[src/rtl/pwm_irq_pkg.sv]
package pwm_irq_pkg;
  parameter int unsigned PWM_CH = 4;
  parameter int unsigned REG_AW = 3;
  localparam int unsigned REG_DW = PWM_CH;

  localparam logic [REG_AW-1:0] ADR_FLAGCLR = 3'd0;
  localparam logic [REG_AW-1:0] ADR_CHIE    = 3'd1;
  localparam logic [REG_AW-1:0] ADR_MODEN   = 3'd2;
  localparam logic [REG_AW-1:0] ADR_OUTEN   = 3'd3;
  localparam logic [REG_AW-1:0] ADR_POL     = 3'd4;

  typedef struct packed {
    logic [PWM_CH-1:0] flagClr;
    logic              ldChIe;
    logic              ldModEn;
    logic              ldOutEn;
    logic              ldPol;
    logic [REG_DW-1:0] wrBits;
    logic              modSet;
    logic              modClr;
  } ctlStrobes_t;
endpackage

[src/rtl/pwm_irq_ctrl.sv]
module pwm_irq_ctrl
  import pwm_irq_pkg::*;
(
  input  logic              regWrEn,
  input  logic [REG_AW-1:0] regAddr,
  input  logic [REG_DW-1:0] regWrData,
  input  logic [PWM_CH-1:0] reloadEv,
  input  logic [PWM_CH-1:0] chIe,
  input  logic              modEn,
  input  logic              irqAck,
  output ctlStrobes_t       strb
);
  logic [PWM_CH-1:0] qualEv;

  always_comb begin
    strb         = '0;
    strb.wrBits  = regWrData;
    if (regWrEn) begin
      case (regAddr)
        ADR_FLAGCLR: strb.flagClr = regWrData[PWM_CH-1:0];
        ADR_CHIE:    strb.ldChIe  = 1'b1;
        ADR_MODEN:   strb.ldModEn = 1'b1;
        ADR_OUTEN:   strb.ldOutEn = 1'b1;
        ADR_POL:     strb.ldPol   = 1'b1;
        default:     strb.ldPol   = 1'b0;
      endcase
    end
    qualEv      = reloadEv & chIe;
    strb.modSet = modEn && (qualEv != '0);
    strb.modClr = irqAck;
  end
endmodule

[src/rtl/pwm_irq_dp.sv]
module pwm_irq_dp
  import pwm_irq_pkg::*;
(
  input  logic              clk,
  input  logic              rstN,
  input  ctlStrobes_t       strb,
  input  logic [PWM_CH-1:0] reloadEv,
  input  logic [PWM_CH-1:0] pwmIn,
  output logic [PWM_CH-1:0] chFlagQ,
  output logic [PWM_CH-1:0] chIeQ,
  output logic              modEnQ,
  output logic [PWM_CH-1:0] outEnQ,
  output logic [PWM_CH-1:0] polQ,
  output logic              modFlagQ,
  output logic [PWM_CH-1:0] pinOut
);
  always_ff @(posedge clk) begin
    if (!rstN) begin
      chIeQ  <= '0;
      modEnQ <= 1'b0;
      outEnQ <= '0;
      polQ   <= '0;
    end else begin
      if (strb.ldChIe)  chIeQ  <= strb.wrBits[PWM_CH-1:0];
      if (strb.ldModEn) modEnQ <= strb.wrBits[0];
      if (strb.ldOutEn) outEnQ <= strb.wrBits[PWM_CH-1:0];
      if (strb.ldPol)   polQ   <= strb.wrBits[PWM_CH-1:0];
    end
  end

  // set wins over clear for module flag
  always_ff @(posedge clk) begin
    if (!rstN)            modFlagQ <= 1'b0;
    else if (strb.modSet) modFlagQ <= 1'b1;
    else if (strb.modClr) modFlagQ <= 1'b0;
  end

  for (genvar ch = 0; ch < PWM_CH; ch++) begin : g_chan
    always_ff @(posedge clk) begin
      if (!rstN)                 chFlagQ[ch] <= 1'b0;
      else if (reloadEv[ch])     chFlagQ[ch] <= 1'b1;
      else if (strb.flagClr[ch]) chFlagQ[ch] <= 1'b0;
    end
    assign pinOut[ch] = (pwmIn[ch] & outEnQ[ch]) ^ polQ[ch];
  end
endmodule

[src/rtl/pwm_irq_outctl.sv]
module pwm_irq_outctl
  import pwm_irq_pkg::*;
(
  input  logic              clk,
  input  logic              rstN,
  input  logic [PWM_CH-1:0] reloadEv,
  input  logic [PWM_CH-1:0] pwmIn,
  input  logic              regWrEn,
  input  logic [REG_AW-1:0] regAddr,
  input  logic [REG_DW-1:0] regWrData,
  input  logic              irqAck,
  output logic              irqReq,
  output logic [PWM_CH-1:0] flagQ,
  output logic [PWM_CH-1:0] pinOut
);
  ctlStrobes_t       strb;
  logic [PWM_CH-1:0] chIeQ;
  logic              modEnQ;
  logic [PWM_CH-1:0] outEnQ;
  logic [PWM_CH-1:0] polQ;
  logic              modFlagQ;

  pwm_irq_ctrl u_ctrl (
    .regWrEn  (regWrEn),
    .regAddr  (regAddr),
    .regWrData(regWrData),
    .reloadEv (reloadEv),
    .chIe     (chIeQ),
    .modEn    (modEnQ),
    .irqAck   (irqAck),
    .strb     (strb)
  );

  pwm_irq_dp u_dp (
    .clk     (clk),
    .rstN    (rstN),
    .strb    (strb),
    .reloadEv(reloadEv),
    .pwmIn   (pwmIn),
    .chFlagQ (flagQ),
    .chIeQ   (chIeQ),
    .modEnQ  (modEnQ),
    .outEnQ  (outEnQ),
    .polQ    (polQ),
    .modFlagQ(modFlagQ),
    .pinOut  (pinOut)
  );

  assign irqReq = modFlagQ;
endmodule

[config.mk]
export PLATFORM = sky130hd
export DESIGN_NAME = pwm_irq_outctl
export DESIGN_NICKNAME = d
export VERILOG_FILES = /design/src/rtl/pwm_irq_pkg.sv /design/src/rtl/pwm_irq_ctrl.sv /design/src/rtl/pwm_irq_dp.sv /design/src/rtl/pwm_irq_outctl.sv
export SDC_FILE = /design/constraint.sdc
export NUM_CORES = 1
export LEC_CHECK = 0
export ABC_AREA = 1
export BUFFER_PORTS_ARGS = -buffer_cell sky130_fd_sc_hd__buf_2
export CORE_AREA = 2 2 43 45
export DETAILED_ROUTE_END_ITERATION = 10
export DIE_AREA = 0 0 45 47
export HOLD_SLACK_MARGIN = 0.08
export MAX_ROUTING_LAYER = met4
export PLACE_DENSITY = 0.89
export REMOVE_ABC_BUFFERS = 1
export SETUP_SLACK_MARGIN = 0.02
export SLEW_MARGIN = 40
export SYNTH_ARGS = -nofsm -noshare
export SYNTH_HDL_FRONTEND = slang
export SYNTH_SLANG_ARGS = --single-unit
[constraint.sdc]
create_clock -name clk -period 1.76 [get_ports clk]
set_input_delay 0.088 -clock clk [delete_from_list [all_inputs] [get_ports clk]]
set_output_delay 0.088 -clock clk [all_outputs]
set_load 0.01 [all_outputs]
Yosys cells after proc, flatten, opt, wreduce, memory -nomap -nowiden
Index checks and enable logic that the tools add are counted.

Register bits after elaboration: 18. Bits in latches: 0. Memory bits (writable): 0. Bits in read-only memories: 0. Input bits: 19. Output and inout port bits: 9. Word-level logic and storage cells: 46. Memories: 0.

$add $sub $neg: 0. Multiply operators: 0. Divide/modulo/power cells: 0. Order comparisons: 0. Equal/unequal tests: 4. Shifts and indexed selects: 0. Muxes and demuxes: 16. Bitwise operators: 9. Reductions and logical operators: 8.

Operators with widths (number): 1-bit two-way mux (14); 2-bit nonzero test (5); 8-bit two-way mux (1); 3-bit by 2-bit equality test with 1-bit output, second input constant (2); 1-bit bitwise AND (4); 4-bit bitwise AND (1); 4-bit two-way mux (1); 4-bit nonzero test (1); 1-bit bitwise XOR (4); 3-bit by 1-bit equality test with 1-bit output, second input constant (1); 3-bit equality test, second input constant (1); 3-bit zero test (1); 1-bit logical AND (1).

Depth between registers and ports, before layout
Gate-level depths: netlist of run 1.

Depth after elaboration: 5. Mapped depth: 6. Mapped depth without buffers: 6.

Hierarchy
A second synthesis of run 1 with hierarchy kept.

Cells, all modules: 148. Area total of the unflattened synthesis: 919.6 µm².

By module, submodules not included: pwm_irq_dp (times used 1, cells each 115, area each 759.5 µm², sequential area each 360.3 µm²); pwm_irq_ctrl (times used 1, cells each 33, area each 160.2 µm², sequential area each 0.0 µm²).

Worst setup path before layout of run 1
OpenSTA, ideal clock, no wires.

Path type: in2reg. Start: in regAddr[1]. End: reg u_dp.polQ[0]. Library setup time: 0.128 ns. Data arrival time: 0.623 ns. Data required time: 1.632 ns. Slack: 1.010 ns. Stages on the path: 5. Path buffers: 1. Cells stage by stage: buf_4 nor2_8 nand3_4 o21ai_0 nor2_1.

Word-level cells in the longest chain between the ends: 3.

RTL lines: start: declaration (RTL line pwm_irq_outctl.sv:9) `input logic [REG_AW-1:0] regAddr,`; 3-bit equality test (RTL line pwm_irq_ctrl.sv:19) `case (regAddr)`; 1-bit two-way mux (RTL line pwm_irq_ctrl.sv:19); 8-bit two-way mux (RTL line pwm_irq_ctrl.sv:18) `if (regWrEn) begin`; end signal: assignment (RTL line pwm_irq_dp.sv:27) `if (strb.ldPol) polQ <= strb.wrBits[PWM_CH-1:0];`; end: declaration (RTL line pwm_irq_dp.sv:13) `output logic [PWM_CH-1:0] polQ,`.

Every way passes these cells. A chain may end at the register's enable or synchronous reset.

Final worst setup path of run 1
Start: reg u_dp.outEnQ[3]. End: out pinOut[3].

Word-level cells in the longest chain between the ends: 2.

RTL lines: start: declaration (RTL line pwm_irq_dp.sv:12) `output logic [PWM_CH-1:0] outEnQ,`; start signal: assignment (RTL line pwm_irq_dp.sv:26) `if (strb.ldOutEn) outEnQ <= strb.wrBits[PWM_CH-1:0];`; 1-bit bitwise AND (RTL line pwm_irq_dp.sv:44) `assign pinOut[ch] = (pwmIn[ch] & outEnQ[ch]) ^ polQ[ch];`; 1-bit bitwise XOR (RTL line pwm_irq_dp.sv:44); end: declaration (RTL line pwm_irq_outctl.sv:14) `output logic [PWM_CH-1:0] pinOut`.

Every way passes these cells.

==> summary.txt, run 1 <==
Root buf cell - clkbuf_4
Largest net degree at the start of global routing - 13
Worst-path cell chain - nand2_1 > xnor2_1 > buf_2
CP endpoint kind - primary output
Die W - 45 um
Worst Hold Path EP - u_dp.polQ[2]
Clk_skew - 11.9 ps
Yosys cell types - 19
Lkg Pwr - 0.465 nW
RSZ-0062 raised after global routing - false
Crit Path Class - reg -> out
R2R Setup Slk - 950 ps
Tot GR Track Use - 18.5%
Reg power frac - 53.7%
Die area - 2120 um2
Cells after synthesis - 105
R2R Path Start - u_dp.chIeQ[0]
Layout cell share with drive strength beyond 1 - 27.0%
Synth top area share - 44.3%
CP Launch Type - flop
Pwr dens - 784 nW/um2
Vias per cell - 5.12
Drt initial violations - 30
Status - finished, final reports clean
Initial Util - 49.2%
Cell count of the worst hold path - 3
HP Class - in -> reg
Vias in the first global route - 654
DP HPWL - 1.22 mm
Finished Cell Area - 1020 um2
Number of CTS-inserted buffers - 3
# IOs - 28
Total core area - 1650 um2
Setup TNS - 0 ps
DRT antenna net count - 0
# clock sinks - 18
Post-synthesis sequential area ratio - 44.3%
FF-to-FF End - u_dp.modFlagQ
Area delta synth->final - 25.7%
Worst-margin pin slew - 360 ps
Crit path DAT - 990 ps
Max Slew Vio Count - 0
Tot Pwr - 802 uW
PortBufs - 27
Buf/Inv on CP - 1
First drt pass iteration count - 4
Post-Route WL - 1.69 mm
Slew HR - 76.0%
Sw Pwr - 204 uW
Via Count - 788
Chip height - 47 um
Fin nets - 157
Ys Warns - 0
Net Sw Frac - 25.4%
Post-CTS Setup Inserts - 0
Min Tclk post-route - 1070 ps
Cell family with most CP delay - flip-flops
Req. time, crit path - 1670 ps
Final Hold Fails - 0
Synth Register Bits - 18
Max Fclk - 931 MHz
Crit path max fanout - 2
CTS max path bufs - 2
Int Power - 598 uW
CTS tree - built
R2R cell count - 4
Placed Area - 936 um2
Antenna violations before repair - 0
Pre-CTS WS - 794 ps
Max stage delay on crit path - 360 ps
Placer Congestion - 0.807
Number of inserted diodes - 0
Avg Cell Area, Syn - 7.75 um2
Combinational fraction of design power - 14.0%
Routed len/inst - 11.0 um
Max cap viols - 0
Clock share of power - 32.4%
CTS resizes - 0
# DRC - 0
Worst-skew pair later-pin latency - 300 ps
Syn Std Cell Area - 813 um2
Filler Cell Count - 141
Setup violators final - 0
Worst-path clk slew - 110 ps
H-tree levels - 1
Worst hold start - rstN
Site row count - 15
Slowest stage cell, crit path - dfxtp_1
VDD IR max - 0.542 mV
Overflow left after global routing - 0
Largest cells by area after synthesis - dfxtp_1, nand2_1, nor2_1
First-pass GRT wire length - 2.71 mm
Yosys top cell by area - dfxtp_1
Tcrit/Tclk final - 61.0%
Final WS setup - 686 ps
metal layers:
| metal | GRT usage, % | vias to the layer above | wire, um |
|---|---|---|---|
| li1 | - | 408 | - |
| met1 | 23.2 | 340 | 804 |
| met2 | 28.3 | 36 | 726 |
| met3 | 3.85 | 4 | 139 |
| met4 | 8.82 | 0 | 24 |
| met5 | - | - | 0 |
registers in the layout (all words and copies together), names as in the netlist:
signal         flops
u_dp.polQ          4
u_dp.chFlagQ       4
u_dp.chIeQ         4
u_dp.modEnQ        1
u_dp.modFlagQ      1
u_dp.outEnQ        4
synth_stat cells (all sizes together):
master  count
nor2       20
dfxtp      18
nand2      18
a21oi      10
inv         9
o21ai       9
nand3       8
nand4       5
buf         3
xnor2       2
xor2        2
clkbuf      1
metrics by stage:
step           cells  hold slack (ps)  utilization (%)
2_1_floorplan    101              205                -
3_3_place_gp     145              309             56.7
3_5_place_dp     145              316             56.7
4_1_cts          154             82.2             61.9
5_1_grt          154             83.4             61.9
6_report         154             65.2             61.9
timing repair:
action	4_1_cts	5_1_grt
hold buffers	5	0
hold endpoints to repair	5	0
endpoints found under the setup margin	0	0
worst min-delay path, stage by stage:
cell and delay (ps):
buf_2 130, o21ai_0 80, nor2_1 40
power groups by stage:
stage | combinational (mW) | clock [mW] | sequential, mW
2_1_floorplan | 0.0464 | 0 | 0.441
3_3_place_gp | 0.100 | 0 | 0.439
3_5_place_dp | 0.102 | 0 | 0.439
4_1_cts | 0.111 | 0.254 | 0.430
5_1_grt | 0.125 | 0.272 | 0.432
6_report | 0.112 | 0.260 | 0.430
cell families (layout without fill, tap and decap cells):
group,Yosys count,in the layout,synth area share [%]
xor gates and xnor gates,4,4,4.31
DFF,18,18,44.3
AOI/OAI and AO/OA,19,19,11.7
and+or+nand+nor,51,51,31.4
buffers and inverters,13,45,8.31
cells in the final DEF (no fill, tap or decap), types with 2 or more instances in the layout:
cell type and n:
a21oi_1 10, buf_2 27, clkbuf_4 3, dfxtp_1 18, dlygate4sd3_1 5, inv_1 7
inv_2 2, nand2_1 18, nand3_1 6, nand4_1 5, nor2_1 18, o21ai_0 5
o21ai_1 4, xnor2_1 2, xor2_1 2
area by class of cell:
cell class | instances | area, um2 | share of cell area (%)
Tap cell | 17 | 21.3 | 2.08
Multi-Input combinational cell | 74 | 385 | 37.7
Sequential cell | 18 | 360 | 35.3
Inverter | 9 | 33.8 | 3.30
Timing Repair Buffer | 32 | 185 | 18.1
Clock buffer | 4 | 36.3 | 3.55
how the worst max path moves through the flow:
stage | cells past startpoint | startpoint | end
after floorplan | 5 | regWrEn | u_dp.chIeQ[0]
after global placement | 6 | regWrEn | u_dp.chIeQ[1]
after detailed placement | 6 | regWrEn | u_dp.chIeQ[0]
after CTS | 3 | u_dp.outEnQ[3] | pinOut[3]
after global routing | 3 | u_dp.outEnQ[3] | pinOut[3]
final | 3 | u_dp.outEnQ[3] | pinOut[3]
No activity file was read; power rests on OpenSTA's default activity.
==> run 2, diff against run 1 <==
Settings changed: ABC_AREA 1 to 0, CORE_AREA 2 2 43 45 to 2 2 44 46, DIE_AREA 0 0 45 47 to 0 0 46 48, PLACE_DENSITY 0.89 to 0.84.
Clock period 1.76 ns to 1 ns, I/O delays scaled along.
==> run 2 against run 1 <==
  * The run now ends with setup timing left
  * Combinational power up 68%
  * Critical endpoint unchanged
  * Clock skew shrank 12 ps
  * Utilization increased by 1.7 points
  * Sequential power up 75%
  * Critical path type unchanged
  * Design area up 5.1%
  * Setup slack got worse by 700 ps
  * Count of clock-buffer cells in the layout is the same
  * Non-clock buffer count grew 6
  * Total power up 72%
  * Sequential cell count stayed put
  * Clock power grew 68%
==> summary.txt, run 2 <==
First-pass GRT wire length - 2.69 mm
Worst-margin pin slew - 323 ps
Vias per cell - 5.20
Crit path DAT - 970 ps
Synth Flop Type - dfxtp_1
Dpl cells - 123
Final Hold Fails - 0
Placer Congestion - 0.782
Final Non-Filler Cells - 137
Max Slew Vio Count - 0
Synth Register Bits - 18
Largest cells by area after synthesis - dfxtp_1, mux2i_1, nor2b_1
DP HPWL - 1.27 mm
Vias in the first global route - 658
Commonest cells post-synth - dfxtp_1, o21ai_0, nand2_1, mux2i_1, nor2b_1
Synth top area share - 46.4%
VDD IR max - 1.01 mV
Syn Std Cell Area - 777 um2
Post-synthesis sequential area ratio - 46.4%
Number of inserted diodes - 0
Cells after synthesis - 82
Overflow left after global routing - 0
Min Tclk post-route - 1020 ps
Root buf cell - clkbuf_4
Site row count - 15
Req. time, crit path - 950 ps
CTS tree - built
Area delta synth->final - 38.3%
First drt pass iteration count - 4
Lkg Pwr - 0.453 nW
Crit Path Class - reg -> out
Pre-CTS WS - 51.3 ps
Worst-path cell chain - nand2_2 > xnor2_2 > buf_2
Most frequent cells in the layout - buf_2, dfxtp_1, o21ai_0
Largest net degree at the start of global routing - 24
Die W - 46 um
Ys async rst share - 0%
Pwr dens - 1280 nW/um2
Worst-skew pair later-pin latency - 290 ps
Ys Warns - 0
DRT antenna net count - 0
Avg Cell Area, Syn - 9.48 um2
HP Class - in -> reg
Number of synthesized flops with an enable pin - 0
Tot Pwr - 1.38 mW
Final WS setup - -17.8 ps
Slew HR - 78.3%
# DRC - 0
Max cap viols - 0
Total core area - 1690 um2
Die area - 2210 um2
Slowest stage cell, crit path - dfxtp_2
H-tree levels - 1
Setup TNS - -28.1 ps
Layout cell share with drive strength beyond 1 - 37.5%
Post-Route WL - 1.84 mm
Max Fclk - 983 MHz
PortBufs - 27
Setup violators final - 3
Top-count cell post-synth - dfxtp_1
Number of CTS-inserted buffers - 3
Antenna violations before repair - 0
CTS max path bufs - 2
Chip height - 48 um
RSZ-0062 raised after global routing - true
Fin nets - 140
# IOs - 28
Drt initial violations - 4
Via Count - 713
Commonest non-fill, non-tap cell in the layout - buf_2
Status - finished, violations left
Tcrit/Tclk final - 102%
Initial Util - 46.0%
Core Util, Final - 63.6%
Cell count of the worst hold path - 3
# clock sinks - 18
CP endpoint kind - primary output
R2R cell count - 3
Crit path max fanout - 2
Tot GR Track Use - 18.2%
CP Launch Type - flop
Failing checks - setup timing
Clk_skew - 0.109 ps
Max stage delay on crit path - 340 ps
Yosys top cell by area - dfxtp_1
Yosys cell types - 17
Routed len/inst - 13.4 um
Worst-path clk slew - 100 ps
## run 2: cell types whose count changed after synthesis, moves of 5 or more
cell / before / now
nor2_1: 18 / 0
nand4_1: 5 / 0
o21ai_0: 5 / 10
nand2_1: 18 / 9
nor2b_1: 0 / 8
mux2i_1: 0 / 8
a21oi_1: 10 / 0
## run 2: report_power, final
part | internal, mW | switching [mW]
clock | 0.222 | 0.214
sequential | 0.740 | 0.0139
combinational | 0.0989 | 0.0894
## run 2: cell families (layout without fill, tap and decap cells)
kind of cell,Yosys count,in the layout,synth area share (%)
compound gates,16,16,11.9
xor+xnor,4,4,4.51
buf+inv,8,46,4.83
flops,18,18,46.4
simple gates,28,28,22.1
mux,8,8,10.3
## run 2: stage by stage
step                cell area (um2)  hold WS (ps)
floorplan                       754           150
global placement                918           300
detailed placement              918           309
CTS                            1060           109
global route                   1070           122
finish                         1070           118
## run 2: critical path, delay by kind of cell (launching register included)
kind / cells / cell delay [ps]
simple gates: 1 / 60
flops: 1 / 340
xor+xnor: 1 / 120
buf+inv: 1 / 150
## run 2: path summary, 6_finish.rpt
check	startpoint	end	slack, ps
max	u_dp.outEnQ[3]	pinOut[3]	-20
min	reloadEv[1]	u_dp.chFlagQ[1]	120
max reg2reg	u_dp.chIeQ[1]	u_dp.modFlagQ	40
min reg2reg	u_dp.modEnQ	u_dp.modEnQ	470
## run 2: final cells by class
cell class	instances	area [um2]
Tap cell	17	21.3
Multi-Input combinational cell	56	397
Sequential cell	18	365
Fill cell	132	614
Inverter	4	15.0
Clock buffer	4	36.3
Timing Repair Buffer	38	240
## run 2: repair_timing
action	in CTS	in global routing
resized for setup	8	1
hold buffers	9	0
endpoints found under the setup margin	4	4
pin swaps	0	0
hold endpoints to repair	12	0
buffers inserted	0	1
## run 2: layer usage
metal / vias to the layer above / track usage (%) / share of wire, %
met3: 8 / 2.64 / 4.6
met1: 310 / 17.3 / 41
met5: - / - / 0
met4: 0 / 14.3 / 4.7
li1: 363 / - / -
met2: 32 / 32.8 / 49
==> run 3, diff against run 2 <==
Settings changed: CORE_AREA 2 2 44 46 to 2 2 43 45, CTS_BUF_LIST set to sky130_fd_sc_hd__clkbuf_2, DIE_AREA 0 0 46 48 to 0 0 45 47, PLACE_DENSITY 0.84 to 0.87, RECOVER_POWER set to 25.
==> run 3 against run 2 <==
  * Clock skew up 8.3 ps
  * The run still ends with setup timing left
  * Register-to-register slack about the same
  * Total power is 9.1% lower
  * Hold slack improved by 24 ps
  * Utilization down 0.37 points
  * Non-clock buffer count shrank 1
  * Via count up 0.28%
  * Largest power group unchanged
  * Clock power is 28% lower
==> summary.txt, run 3 (same netlist as run 2, synthesis figures left out) <==
Via Count - 715
Vias in the first global route - 683
Placer Congestion - 0.764
# IOs - 28
Post-CTS Setup Inserts - 0
Setup TNS - -128 ps
Crit Path Class - reg -> out
DRT antenna net count - 0
# DRC - 0
PortBufs - 27
Req. time, crit path - 950 ps
Combinational fraction of design power - 14.8%
Fin nets - 139
R2R Path Start - u_dp.chIeQ[1]
CTS tree - built
Commonest non-fill, non-tap cell in the layout - buf_2
Met1 WL - 782 um
Chip height - 47 um
# clock sinks - 18
Die area - 2120 um2
Die W - 45 um
Overflow left after global routing - 0
Total core area - 1650 um2
Setup violators final - 4
Antenna violations before repair - 0
FF-to-FF End - u_dp.modFlagQ
Slew HR - 77.6%
Vias per cell - 5.26
Worst hold start - rstN
Tot GR Track Use - 19.3%
Max layer used - met4
Site row count - 15
Lkg Pwr - 0.426 nW
Failing checks - setup timing
Root buf cell - clkbuf_2
CTS max path bufs - 2
Number of inserted diodes - 0
Net Sw Frac - 26.2%
Tcrit/Tclk final - 105%
Reg power frac - 60.1%
HP Class - in -> reg
Worst-skew pair later-pin latency - 300 ps
Pwr dens - 1200 nW/um2
Layout cell share with drive strength beyond 1 - 33.6%
Met2 wire len - 940 um
Crit path max fanout - 2
Met3 Wirelength - 94 um
Status - finished, violations left
RSZ-0062 raised after global routing - true
R2R cell count - 3
VDD IR max - 0.693 mV
Core Util, Final - 63.3%
Max cap viols - 0
Number of CTS-inserted buffers - 3
Clk_skew - 8.40 ps
Clock share of power - 25.1%
Post-Route WL - 1.84 mm
Max Slew Vio Count - 0
First-pass GRT wire length - 2.81 mm
Sw Pwr - 328 uW
Final Hold Fails - 0
Crit path DAT - 1000 ps
Worst Hold Path EP - u_dp.chFlagQ[3]
Filler Cell Count - 144
Drt initial violations - 14
Min Tclk post-route - 1050 ps
CP Launch Type - flop
DP HPWL - 1.19 mm
Cell count of the worst hold path - 3
CP endpoint kind - primary output
Worst-path clk slew - 180 ps
H-tree levels - 1
Int Power - 925 uW
Routed len/inst - 13.5 um
First drt pass iteration count - 5
Most frequent cells in the layout - buf_2, dfxtp_1, o21ai_0
Initial Util - 47.0%
Max Fclk - 954 MHz
R2R Setup Slk - 50 ps
Area delta synth->final - 34.5%
Largest net degree at the start of global routing - 24
Final WS setup - -47.7 ps
Worst-margin pin slew - 334 ps
## run 3: changes by cell type in the layout (fill, tap and decap cells not counted), sizes merged
cell,previous run,this run
buf,29,25
clkbuf,4,6
clkinv,0,1
## run 3: layer usage
metal | track usage, % | up-vias
met5 | - | -
met4 | 7.06 | 0
met3 | 4.62 | 4
met2 | 34.0 | 28
met1 | 21.1 | 323
li1 | - | 360
## run 3: power groups by stage
| stage | Combinational [mW] | Sequential, mW | Clock, mW |
|---|---|---|---|
| 5_1_grt | 0.203 | 0.757 | 0.365 |
| 6_report | 0.185 | 0.753 | 0.314 |
| 4_1_cts | 0.182 | 0.753 | 0.326 |
| 3_5_place_dp | 0.153 | 0.767 | 0 |
| 2_1_floorplan | 0.0590 | 0.772 | 0 |
| 3_3_place_gp | 0.149 | 0.766 | 0 |
## run 3: stage by stage
| step | worst slack, ps | total power [mW] | cell area (um2) | instances | hold slack (ps) |
|---|---|---|---|---|---|
| after floorplan | 135 | 0.831 | 754 | 78 | 150 |
| after global placement | 67.3 | 0.915 | 918 | 123 | 296 |
| after detailed placement | 42.2 | 0.919 | 918 | 123 | 296 |
| after CTS | -63.9 | 1.26 | 1040 | 136 | 123 |
| after global routing | -124 | 1.33 | 1040 | 136 | 135 |
| final | -47.7 | 1.25 | 1040 | 136 | 142 |
## run 3: timing repair
| action | 4_1_cts | 5_1_grt |
|---|---|---|
| resized for setup | 8 | 1 |
| hold buffers | 9 | 0 |
| hold endpoints to repair | 17 | 0 |
| endpoints found under the setup margin | 4 | 5 |
## run 3: worst max path at each step
stage / from / endpoint / slack, ps / cells after the start
global route: u_dp.outEnQ[3] / pinOut[3] / -120 / 3
floorplan: u_dp.chIeQ[1] / u_dp.modFlagQ / 140 / 3
CTS: u_dp.outEnQ[3] / pinOut[3] / -60 / 3
global placement: regAddr[1] / u_dp.polQ[1] / 70 / 4
finish: u_dp.outEnQ[1] / pinOut[1] / -50 / 3
detailed placement: regAddr[1] / u_dp.chIeQ[1] / 40 / 4
## run 3: cell type report
type	count	area (um2)	share of cell area, %
well taps	17	21.3	2.04
flip-flops and latches	18	365	35.0
repair buffers	37	229	21.9
clock inverters	1	3.75	0.359
multi-input cells	56	395	37.8
inverters	4	15.0	1.44
clock buffers	3	15.0	1.44
## run 3: worst max-delay path, stage by stage, from the launching register on
cell     delay [ps]
dfxtp_2         370
nand2_2          50
xnor2_1         140
buf_2           160
